==> src/rtl/lpstop_pkg.sv <==
package lpstop_pkg;
  localparam logic [2:0] MODE_STOP1 = 3'b001;
  localparam logic [2:0] MODE_STOP2 = 3'b010;

  typedef enum logic [2:0] {
    ST_RUN,
    ST_SLEEP,
    ST_WAIT_REG,
    ST_STOP,
    ST_WAKE
  } lp_state_e;

  typedef enum logic [1:0] {
    PATH_INT,
    PATH_EVT,
    PATH_EVT_SEV
  } lp_path_e;

  typedef enum logic [1:0] {
    KIND_SLEEP,
    KIND_STOP1,
    KIND_STOP2
  } lp_kind_e;
endpackage

==> src/rtl/lpstop_entry.sv <==
module lpstop_entry
  import lpstop_pkg::*;
#(
  parameter int LINES = 8
) (
  input  logic             req_wfi,
  input  logic             req_wfe,
  input  logic             req_ret,
  input  logic             deep_sleep,
  input  logic             sleep_on_exit,
  input  logic             sev_on_pend,
  input  logic [2:0]       mode_sel,
  input  logic [LINES-1:0] line_pend,
  input  logic             periph_flag,
  output logic             take,
  output lp_kind_e         kind,
  output lp_path_e         path
);
  logic int_req;
  logic any_req;
  logic blocked;

  assign int_req = req_wfi | (req_ret & sleep_on_exit);
  assign any_req = int_req | req_wfe;
  assign blocked = (|line_pend) | periph_flag;
  assign take    = any_req & ~blocked;

  always_comb begin
    if (int_req)          path = PATH_INT;
    else if (sev_on_pend) path = PATH_EVT_SEV;
    else                  path = PATH_EVT;
  end

  always_comb begin
    if (!deep_sleep)                 kind = KIND_SLEEP;
    else if (mode_sel == MODE_STOP1) kind = KIND_STOP1;
    else if (mode_sel == MODE_STOP2) kind = KIND_STOP2;
    else                             kind = KIND_SLEEP;
  end
endmodule

==> src/rtl/lpstop_wake.sv <==
module lpstop_wake
  import lpstop_pkg::*;
#(
  parameter int LINES = 8
) (
  input  lp_path_e         path,
  input  logic [LINES-1:0] line_pend,
  input  logic [LINES-1:0] line_is_irq,
  input  logic [LINES-1:0] line_vec_en,
  output logic             hit
);
  logic [LINES-1:0] line_hit;

  for (genvar g = 0; g < LINES; g++) begin : g_line
    always_comb begin
      unique case (path)
        PATH_INT:     line_hit[g] = line_pend[g] & line_is_irq[g] & line_vec_en[g];
        PATH_EVT:     line_hit[g] = line_pend[g] & ~line_is_irq[g];
        PATH_EVT_SEV: line_hit[g] = line_pend[g] & line_is_irq[g];
        default:      line_hit[g] = 1'b0;
      endcase
    end
  end

  assign hit = |line_hit;
endmodule

==> src/rtl/lpstop_lat.sv <==
module lpstop_lat #(
  parameter int CNT_W = 8
) (
  input  logic             clk,
  input  logic             rst_n,
  input  logic             load,
  input  logic             run,
  input  logic [CNT_W-1:0] osc_cyc,
  input  logic [CNT_W-1:0] reg_cyc,
  input  logic [CNT_W-1:0] flash_cyc,
  output logic             done
);
  localparam int PAR = 2;

  logic [CNT_W-1:0] par_init [PAR];
  logic [CNT_W-1:0] par_q    [PAR];
  logic [PAR-1:0]   par_busy;
  logic [CNT_W-1:0] fl_q;

  assign par_init[0] = osc_cyc;
  assign par_init[1] = reg_cyc;

  for (genvar g = 0; g < PAR; g++) begin : g_par
    assign par_busy[g] = (par_q[g] != '0);
    always_ff @(posedge clk or negedge rst_n) begin
      if (!rst_n)                    par_q[g] <= '0;
      else if (load)                 par_q[g] <= par_init[g];
      else if (run && par_busy[g])   par_q[g] <= par_q[g] - 1'b1;
    end
  end

  always_ff @(posedge clk or negedge rst_n) begin
    if (!rst_n)                               fl_q <= '0;
    else if (load)                            fl_q <= flash_cyc;
    else if (run && !(|par_busy) && fl_q != '0) fl_q <= fl_q - 1'b1;
  end

  assign done = !(|par_busy) && (fl_q == '0);
endmodule

==> src/rtl/lpstop_ctrl.sv <==
module lpstop_ctrl
  import lpstop_pkg::*;
#(
  parameter int LINES = 8,
  parameter int CNT_W = 8
) (
  input  logic             clk,
  input  logic             rst_n,
  input  logic             req_wfi,
  input  logic             req_wfe,
  input  logic             req_ret,
  input  logic             deep_sleep,
  input  logic             sleep_on_exit,
  input  logic             sev_on_pend,
  input  logic [2:0]       mode_sel,
  input  logic [LINES-1:0] line_pend,
  input  logic [LINES-1:0] line_is_irq,
  input  logic [LINES-1:0] line_vec_en,
  input  logic             periph_flag,
  input  logic             reg_ready,
  input  logic [CNT_W-1:0] osc_wake_cyc,
  input  logic [CNT_W-1:0] reg_wake_cyc,
  input  logic [CNT_W-1:0] flash_wake_cyc,
  output logic             clk_run,
  output logic             lp_reg_sel,
  output logic             core_halt,
  output logic             wake_pulse
);
  lp_state_e state_q, state_d;
  lp_path_e  path_q, path_d;
  logic      deep2_q, deep2_d;
  logic      take;
  lp_kind_e  kind;
  lp_path_e  req_path;
  logic      hit;
  logic      lat_load;
  logic      lat_done;
  logic      pulse_q;

  lpstop_entry #(.LINES(LINES)) entry_i (
    .req_wfi(req_wfi), .req_wfe(req_wfe), .req_ret(req_ret),
    .deep_sleep(deep_sleep), .sleep_on_exit(sleep_on_exit),
    .sev_on_pend(sev_on_pend), .mode_sel(mode_sel),
    .line_pend(line_pend), .periph_flag(periph_flag),
    .take(take), .kind(kind), .path(req_path)
  );

  lpstop_wake #(.LINES(LINES)) wake_i (
    .path(path_q), .line_pend(line_pend), .line_is_irq(line_is_irq),
    .line_vec_en(line_vec_en), .hit(hit)
  );

  lpstop_lat #(.CNT_W(CNT_W)) lat_i (
    .clk(clk), .rst_n(rst_n), .load(lat_load), .run(state_q == ST_WAKE),
    .osc_cyc(osc_wake_cyc), .reg_cyc(reg_wake_cyc), .flash_cyc(flash_wake_cyc),
    .done(lat_done)
  );

  always_comb begin
    state_d  = state_q;
    path_d   = path_q;
    deep2_d  = deep2_q;
    lat_load = 1'b0;
    unique case (state_q)
      ST_RUN: if (take) begin
        path_d  = req_path;
        deep2_d = (kind == KIND_STOP2);
        unique case (kind)
          KIND_STOP1: state_d = ST_STOP;
          KIND_STOP2: state_d = reg_ready ? ST_STOP : ST_WAIT_REG;
          default:    state_d = ST_SLEEP;
        endcase
      end
      ST_SLEEP:    if (hit) state_d = ST_RUN;
      ST_WAIT_REG: begin
        if (hit)            state_d = ST_RUN;
        else if (reg_ready) state_d = ST_STOP;
      end
      ST_STOP: if (hit) begin
        state_d  = ST_WAKE;
        lat_load = 1'b1;
      end
      ST_WAKE: if (lat_done) state_d = ST_RUN;
      default: state_d = ST_RUN;
    endcase
  end

  always_ff @(posedge clk or negedge rst_n) begin
    if (!rst_n) begin
      state_q <= ST_RUN;
      path_q  <= PATH_INT;
      deep2_q <= 1'b0;
      pulse_q <= 1'b0;
    end else begin
      state_q <= state_d;
      path_q  <= path_d;
      deep2_q <= deep2_d;
      pulse_q <= (state_q != ST_RUN) && (state_d == ST_RUN);
    end
  end

  assign core_halt  = (state_q != ST_RUN);
  assign clk_run    = !(state_q == ST_STOP || state_q == ST_WAKE);
  assign lp_reg_sel = (state_q == ST_STOP) && deep2_q;
  assign wake_pulse = pulse_q;
endmodule

==> config.mk <==
export PLATFORM = sky130hd
export DESIGN_NAME = lpstop_ctrl
export DESIGN_NICKNAME = d
export VERILOG_FILES = /design/src/rtl/lpstop_pkg.sv /design/src/rtl/lpstop_entry.sv /design/src/rtl/lpstop_wake.sv /design/src/rtl/lpstop_lat.sv /design/src/rtl/lpstop_ctrl.sv
export SDC_FILE = /design/constraint.sdc
export NUM_CORES = 1
export LEC_CHECK = 0
export BUFFER_PORTS_ARGS = -buffer_cell sky130_fd_sc_hd__buf_2
export CAP_MARGIN = 25
export CORE_MARGIN = 2
export CORE_UTILIZATION = 52
export CTS_BUF_LIST = sky130_fd_sc_hd__clkbuf_2 sky130_fd_sc_hd__clkbuf_4 sky130_fd_sc_hd__clkbuf_8
export CTS_CLUSTER_SIZE = 24
export DETAILED_ROUTE_END_ITERATION = 7
export GPL_ROUTABILITY_DRIVEN = 0
export PLACE_DENSITY = 0.91
export SLEW_MARGIN = 10
export SYNTH_ARGS = -nofsm -noshare
export SYNTH_HDL_FRONTEND = slang
export SYNTH_HIERARCHICAL = 1
export SYNTH_SLANG_ARGS = --single-unit
==> constraint.sdc <==
create_clock -name clk -period 3.3 [get_ports clk]
set_clock_uncertainty 0.05 [all_clocks]
set_input_delay 0.165 -clock clk [delete_from_list [all_inputs] [get_ports clk]]
set_output_delay 0.165 -clock clk [all_outputs]
set_load 0.1 [all_outputs]
==> results.toml, run 1 <==
[timing]
worst_slew_pin_slew_ns = 0.706
report.final.slew_viol_count = 0
rsz0062_at_grt = "false"
maxSlewHeadroom_pct = 52.9
setup_tns_ns = 0
post-route-period-util_pct = 74.0
hold_ws_ns = 0.0330
period_needed_ns = 2.44
hold_viol_final = 0
clock.fmax_mhz = 410
final-setup-viol-count = 0

[floorplan]
rows = 23
num_io_pins = 65
die_w_um = 69.1
dieArea_um2 = 4780
start_util_pct = 54.7
die_h_um = 69.1
core-area_um2 = 4030

[synth]
ys_seq_area_share_pct = 35.2
syn_area_per_cell_um2 = 8.93
yosys_most_used_dff = "dfrtp_1"
syn-instance-count = 247
synth_area_um2 = 2200
synth.distinct_cells = 58
yosysWarnings = 6
synth_edf_count = 0
syn-num-nets = 316
synth_seq_cells = 31
async_flop_share_pct = 100

[drt]
wire_per_inst_um = 14.3
via_per_inst = 5.85
firstDrtPassIters = 4
routed-via-count = 2106
drt_iter0_markers = 203
wirelength_um = 5170
ant_nets = 0
drc = 0

[hold_path]
min_from = "reg_wake_cyc[7]"
min_to = "lat_i/par_q[7]"
hold_class = "in2reg"
hold_path_depth = 3

[placed_design]
dp_cells = 351
hpwl_um = 3840
portBuffers = 64

[cells_and_area]
syn2layout_area_growth_pct = 19.8
final_net_count = 378
most-common-layout-cells = "buf_2 (64), dfrtp_1 (31), nor2_1 (18), nand2_1 (18), o21ai_0 (17)"
diodes = 0
fin_cells = 360
final_common_cell = "buf_2"
nFillCells = 329
drive_gt1_share_pct = 29.0

[cts]
cts_tree = "yes"
cts.path.max_buffers = 2
root_buffer = "clkbuf_8"
htree_levels = 2
clock_sinks = 31
clk_pin_slew_ns = 0.07
clk_latency_ns = 0.29
cts_buffers = 5

[global_routing]
grt_pass1_wl_um = 9210
overflow = 0
grt_usage_pct = 23.3
grt_pass1_vias = 2137
grt_start_max_net_pins = 35
antenna_found_initial = 0

[critical_path]
max_stage_delay_ns = 0.55
r2r_cells = 6
path_depth = 6
reg2reg_from = "state_q[1]"
worstPathRequired_ns = 3.41
crit_arrival_ns = 2.55
worstPathCellList = "nor2_1, and2_1, or4bb_1, or4_4, o41ai_1, a2bb2oi_1"
critPathSlowestCell = "or4bb_1"
r2r-end = "lat_i/fl_q[7]"
path_buf_inv = 0
cp_max_fo = 8
critPathTopFamily = "simple AND/OR/NAND/NOR gates"
crit_type = "reg2reg"
end_kind = "flip-flop"
r2r_slack_ns = 0.86
cp-start-kind = "flip-flop"

[job]
cap_violations = 0

[pwr]
powerDensity_nw_per_um2 = 291
irDropWorstVdd_uv = 181
leakagePower_nw = 1.13

[run_status]
status = "finished clean"
## cells by family (layout without fill, tap and decap cells)
kind of cell	after synthesis	count (layout)	synth area share, %
xor gates and xnor gates	9	9	3.58
and+or+nand+nor	98	98	25.6
buffers and inverters	27	90	5.33
muxes	8	8	3.92
DFF	31	31	35.2
adders and majority gates	8	8	4.54
AOI/OAI and AO/OA	66	66	21.8
## sequential cells by signal, summed over array words and instances, names as in the netlist
name and count:
deep2_q 1, lat_i/par_q 16, lat_i/fl_q 8, wake_pulse 1, state_q 3, path_q 2
## metal layers
layer,GRT usage (%),routed length [um],vias up
met5,0,0,-
met4,8.28,73,0
met3,5.56,294,10
met2,39.5,2580,66
met1,28.7,2220,989
li1,-,-,1041
## report_power, final
group          leakage, nW  internal [mW]  total, mW  switching [mW]
Combinational        0.766         0.0413     0.0798          0.0385
Clock               0.0491          0.164      0.307           0.143
Sequential           0.318          0.381      0.381        0.000587
## worst reg2reg max path: stages (launching register included)
cell and delay (ns):
dfrtp_1 0.44, nor2_1 0.21, and2_1 0.17, or4bb_1 0.55
or4_4 0.51, o41ai_1 0.28, a2bb2oi_1 0.11
## how the worst max path moves through the flow
stage / start / endpoint / slack, ns
finish: state_q[1] / lat_i/fl_q[7] / 0.86
floorplan: state_q[1] / lat_i/fl_q[4] / 0.93
CTS: state_q[1] / lat_i/fl_q[7] / 0.86
global route: state_q[1] / lat_i/fl_q[5] / 0.70
detailed placement: state_q[1] / lat_i/fl_q[4] / 0.89
global placement: state_q[1] / lat_i/fl_q[4] / 0.97
## cell usage after synthesis, drive strengths merged, types with 4 or more instances
cell / number / area share [%]
dfrtp: 31 / 35
nand2: 18 / 3.1
nor2: 18 / 3.1
o21ai: 17 / 3.9
inv: 15 / 2.6
nand3: 12 / 2.7
a21oi: 8 / 2.0
clkbuf: 8 / 1.4
ha: 8 / 4.5
nor3: 7 / 1.6
xor2: 7 / 2.8
o211ai: 6 / 2.0
or4: 6 / 2.2
mux2: 5 / 2.6
nor4: 5 / 2.1
a2bb2oi: 4 / 1.6
a31oi: 4 / 1.1
and2: 4 / 1.1
buf: 4 / 1.4
o2111ai: 4 / 1.6
or2b: 4 / 1.4
## per-stage QoR
step	worst slack (ns)	util (%)	cell area, um^2	total power [mW]
after floorplan	0.932	-	2200	0.412
after global placement	0.969	63.1	2540	0.464
after detailed placement	0.889	63.1	2540	0.467
after CTS	0.858	65.5	2640	0.771
after global routing	0.704	65.5	2640	0.801
final	0.859	65.5	2640	0.768
## repair_timing
action | in CTS | in global routing
hold buffers | 1 | 0
gates resized for setup | 0 | 0
setup endpoints to repair | 0 | 0
setup buffers | 0 | 0
hold endpoints to repair | 31 | 0
## final cells by class
class | instances | area [um^2] | area share, %
Sequential cell | 31 | 776 | 29.4
Inverter | 15 | 56.3 | 2.13
Multi-Input combinational cell | 189 | 1310 | 49.7
Tap cell | 50 | 62.6 | 2.37
Clock buffer | 7 | 83.8 | 3.18
Timing Repair Buffer | 67 | 345 | 13.1
Clock inverter | 1 | 5.00 | 0.190
Note: power is estimated with default switching activity, not from simulation.
==> inputs of run 2 (changes only) <==
- clock period: 3.3 -> 2.32 ns (I/O delays scaled with it)
==> run 2 against run 1 <==
Effect of this change:
- power is 52% higher
- cell count rose by 9.2%
- hold slack worse by 0.022 ns
- utilization is 8.9 points higher
- via count rose by 12%
- routed wire length increased by 19%
- worst setup slack got worse by 0.85 ns
- clock-buffer cell count unchanged
- clock power up 60%
- combinational power up 69%
- critical endpoint is now lat_i/fl_q[4]
==> results.toml, run 2 (synthesis results as in run 1) <==
[floorplan]
rows = 23
num_io_pins = 65
die_w_um = 69.1
dieArea_um2 = 4780
core-area_um2 = 4030
start_util_pct = 54.7
die_h_um = 69.1

[critical_path]
end_kind = "flip-flop"
cp-start-kind = "flip-flop"
r2r_cells = 6
worstPathRequired_ns = 2.43
crit_arrival_ns = 2.43
cp_max_fo = 8
crit_type = "reg2reg"

[timing]
layout_setup_ws_ns = 0.00497
hold_viol_final = 0
period_needed_ns = 2.32
rsz0062_at_grt = "true"
report.final.slew_viol_count = 0
clock.fmax_mhz = 432
post-route-period-util_pct = 99.8
maxSlewHeadroom_pct = 52.0
final-setup-viol-count = 0
worst_slew_pin_slew_ns = 0.720

[cts]
clock_sinks = 31
cts_tree = "yes"
htree_levels = 2
clk_pin_slew_ns = 0.07
cts.path.max_buffers = 2
clk_latency_ns = 0.29
root_buffer = "clkbuf_8"
cts_buffers = 5

[cells_and_area]
top_regs = "lat_i/par_q: 16 flops, lat_i/fl_q: 8 flops, state_q: 3 flops"
top_register = "lat_i/par_q"
final_net_count = 411
syn2layout_area_growth_pct = 36.1
fin_cells = 393
diodes = 0
most-common-layout-cells = "buf_2 (64), dfrtp_1 (31), buf_4 (22)"
largest_reg_flops = 16
nFillCells = 303
drive_gt1_share_pct = 35.6
final_common_cell = "buf_2"

[placed_design]
dp_slack_ns = 0.0155
hpwl_um = 4230
portBuffers = 64
dp_cells = 365

[hold_path]
hold_class = "in2reg"
hold_path_depth = 3

[global_routing]
grt_usage_pct = 25.8
overflow = 0
antenna_found_initial = 0
grt_pass1_vias = 2278
grt_pass1_wl_um = 10100
grt_start_max_net_pins = 32

[drt]
wirelength_um = 6150
via_per_inst = 5.98
firstDrtPassIters = 4
drc = 0
ant_nets = 0
drt_iter0_markers = 176
wire_per_inst_um = 15.7
routed-via-count = 2349

[job]
cap_violations = 0

[pwr]
powerDensity_nw_per_um2 = 389
irDropWorstVdd_uv = 375
power_mw = 1.17
leakagePower_nw = 1.29

[run_status]
status = "finished clean"
-- run 2: changes by cell type in the layout (fill, tap and decap cells not counted), sizes merged --
cell	change
dlygate4sd3	+13
buf	+20
inv	-1
clkinv	-1
clkinvlp	+2
-- run 2: cell type report --
class | instances | area [um^2] | share of cell area, %
repair buffers | 100 | 626 | 20.9
flip-flops and latches | 31 | 776 | 25.9
clock inverters | 1 | 7.51 | 0.250
well taps | 50 | 62.6 | 2.09
clock buffers | 7 | 96.3 | 3.21
multi-input cells | 189 | 1370 | 45.7
inverters | 15 | 60.1 | 2.00
-- run 2: path summary, 6_finish.rpt --
path / end / from / slack (ns)
min in group asynchronous: lat_i/par_q[14] / rst_n / 0.36
hold / removal: lat_i/par_q[14] / osc_wake_cyc[6] / 0.01
max in group asynchronous: lat_i/par_q[8] / rst_n / 1.39
setup / recovery: lat_i/fl_q[4] / lat_i/par_q[9] / 0.005
setup reg to reg: lat_i/fl_q[4] / lat_i/par_q[9] / 0.005
hold reg to reg: deep2_q / deep2_q / 0.45
-- run 2: per-stage QoR --
stage | utilization, % | instance area, um^2 | TNS, ns | hold WS, ns
floorplan | - | 2220 | 0 | -0.230
detailed placement | 65.9 | 2660 | 0 | 0.158
CTS | 72.0 | 2900 | 0 | 0.00173
global route | 74.5 | 3000 | -0.253 | 0.0242
global placement | 65.9 | 2660 | 0 | 0.148
finish | 74.5 | 3000 | 0 | 0.0105
-- run 2: critical path, stage by stage (launching register included) --
cell and delay, ns:
dfrtp_1 0.40, inv_2 0.10, ha_4 0.15, or4bb_4 0.53
or4_4 0.59, o311ai_4 0.25, nand3_1 0.12
-- run 2: power by group --
group          total (mW)  leakage, nW  internal [mW]  switching, mW
logic               0.135        0.925         0.0734         0.0612
registers           0.542        0.318          0.541       0.000823
clock network       0.490       0.0505          0.270          0.220
-- run 2: per-layer routing --
metal	vias to the layer above	routed length, um	track usage (%)
li1	1113	-	-
met1	1119	2550	31.2
met2	101	3120	44.1
met3	16	376	6.43
met4	0	109	9.37
met5	-	0	0
-- run 2: what timing repair did --
action                                 4_1_cts  5_1_grt
hold buffers                                14        0
setup endpoints to repair                    0       13
setup buffers                                0        6
endpoints found under the hold margin       44        0
resized for setup                            0       13
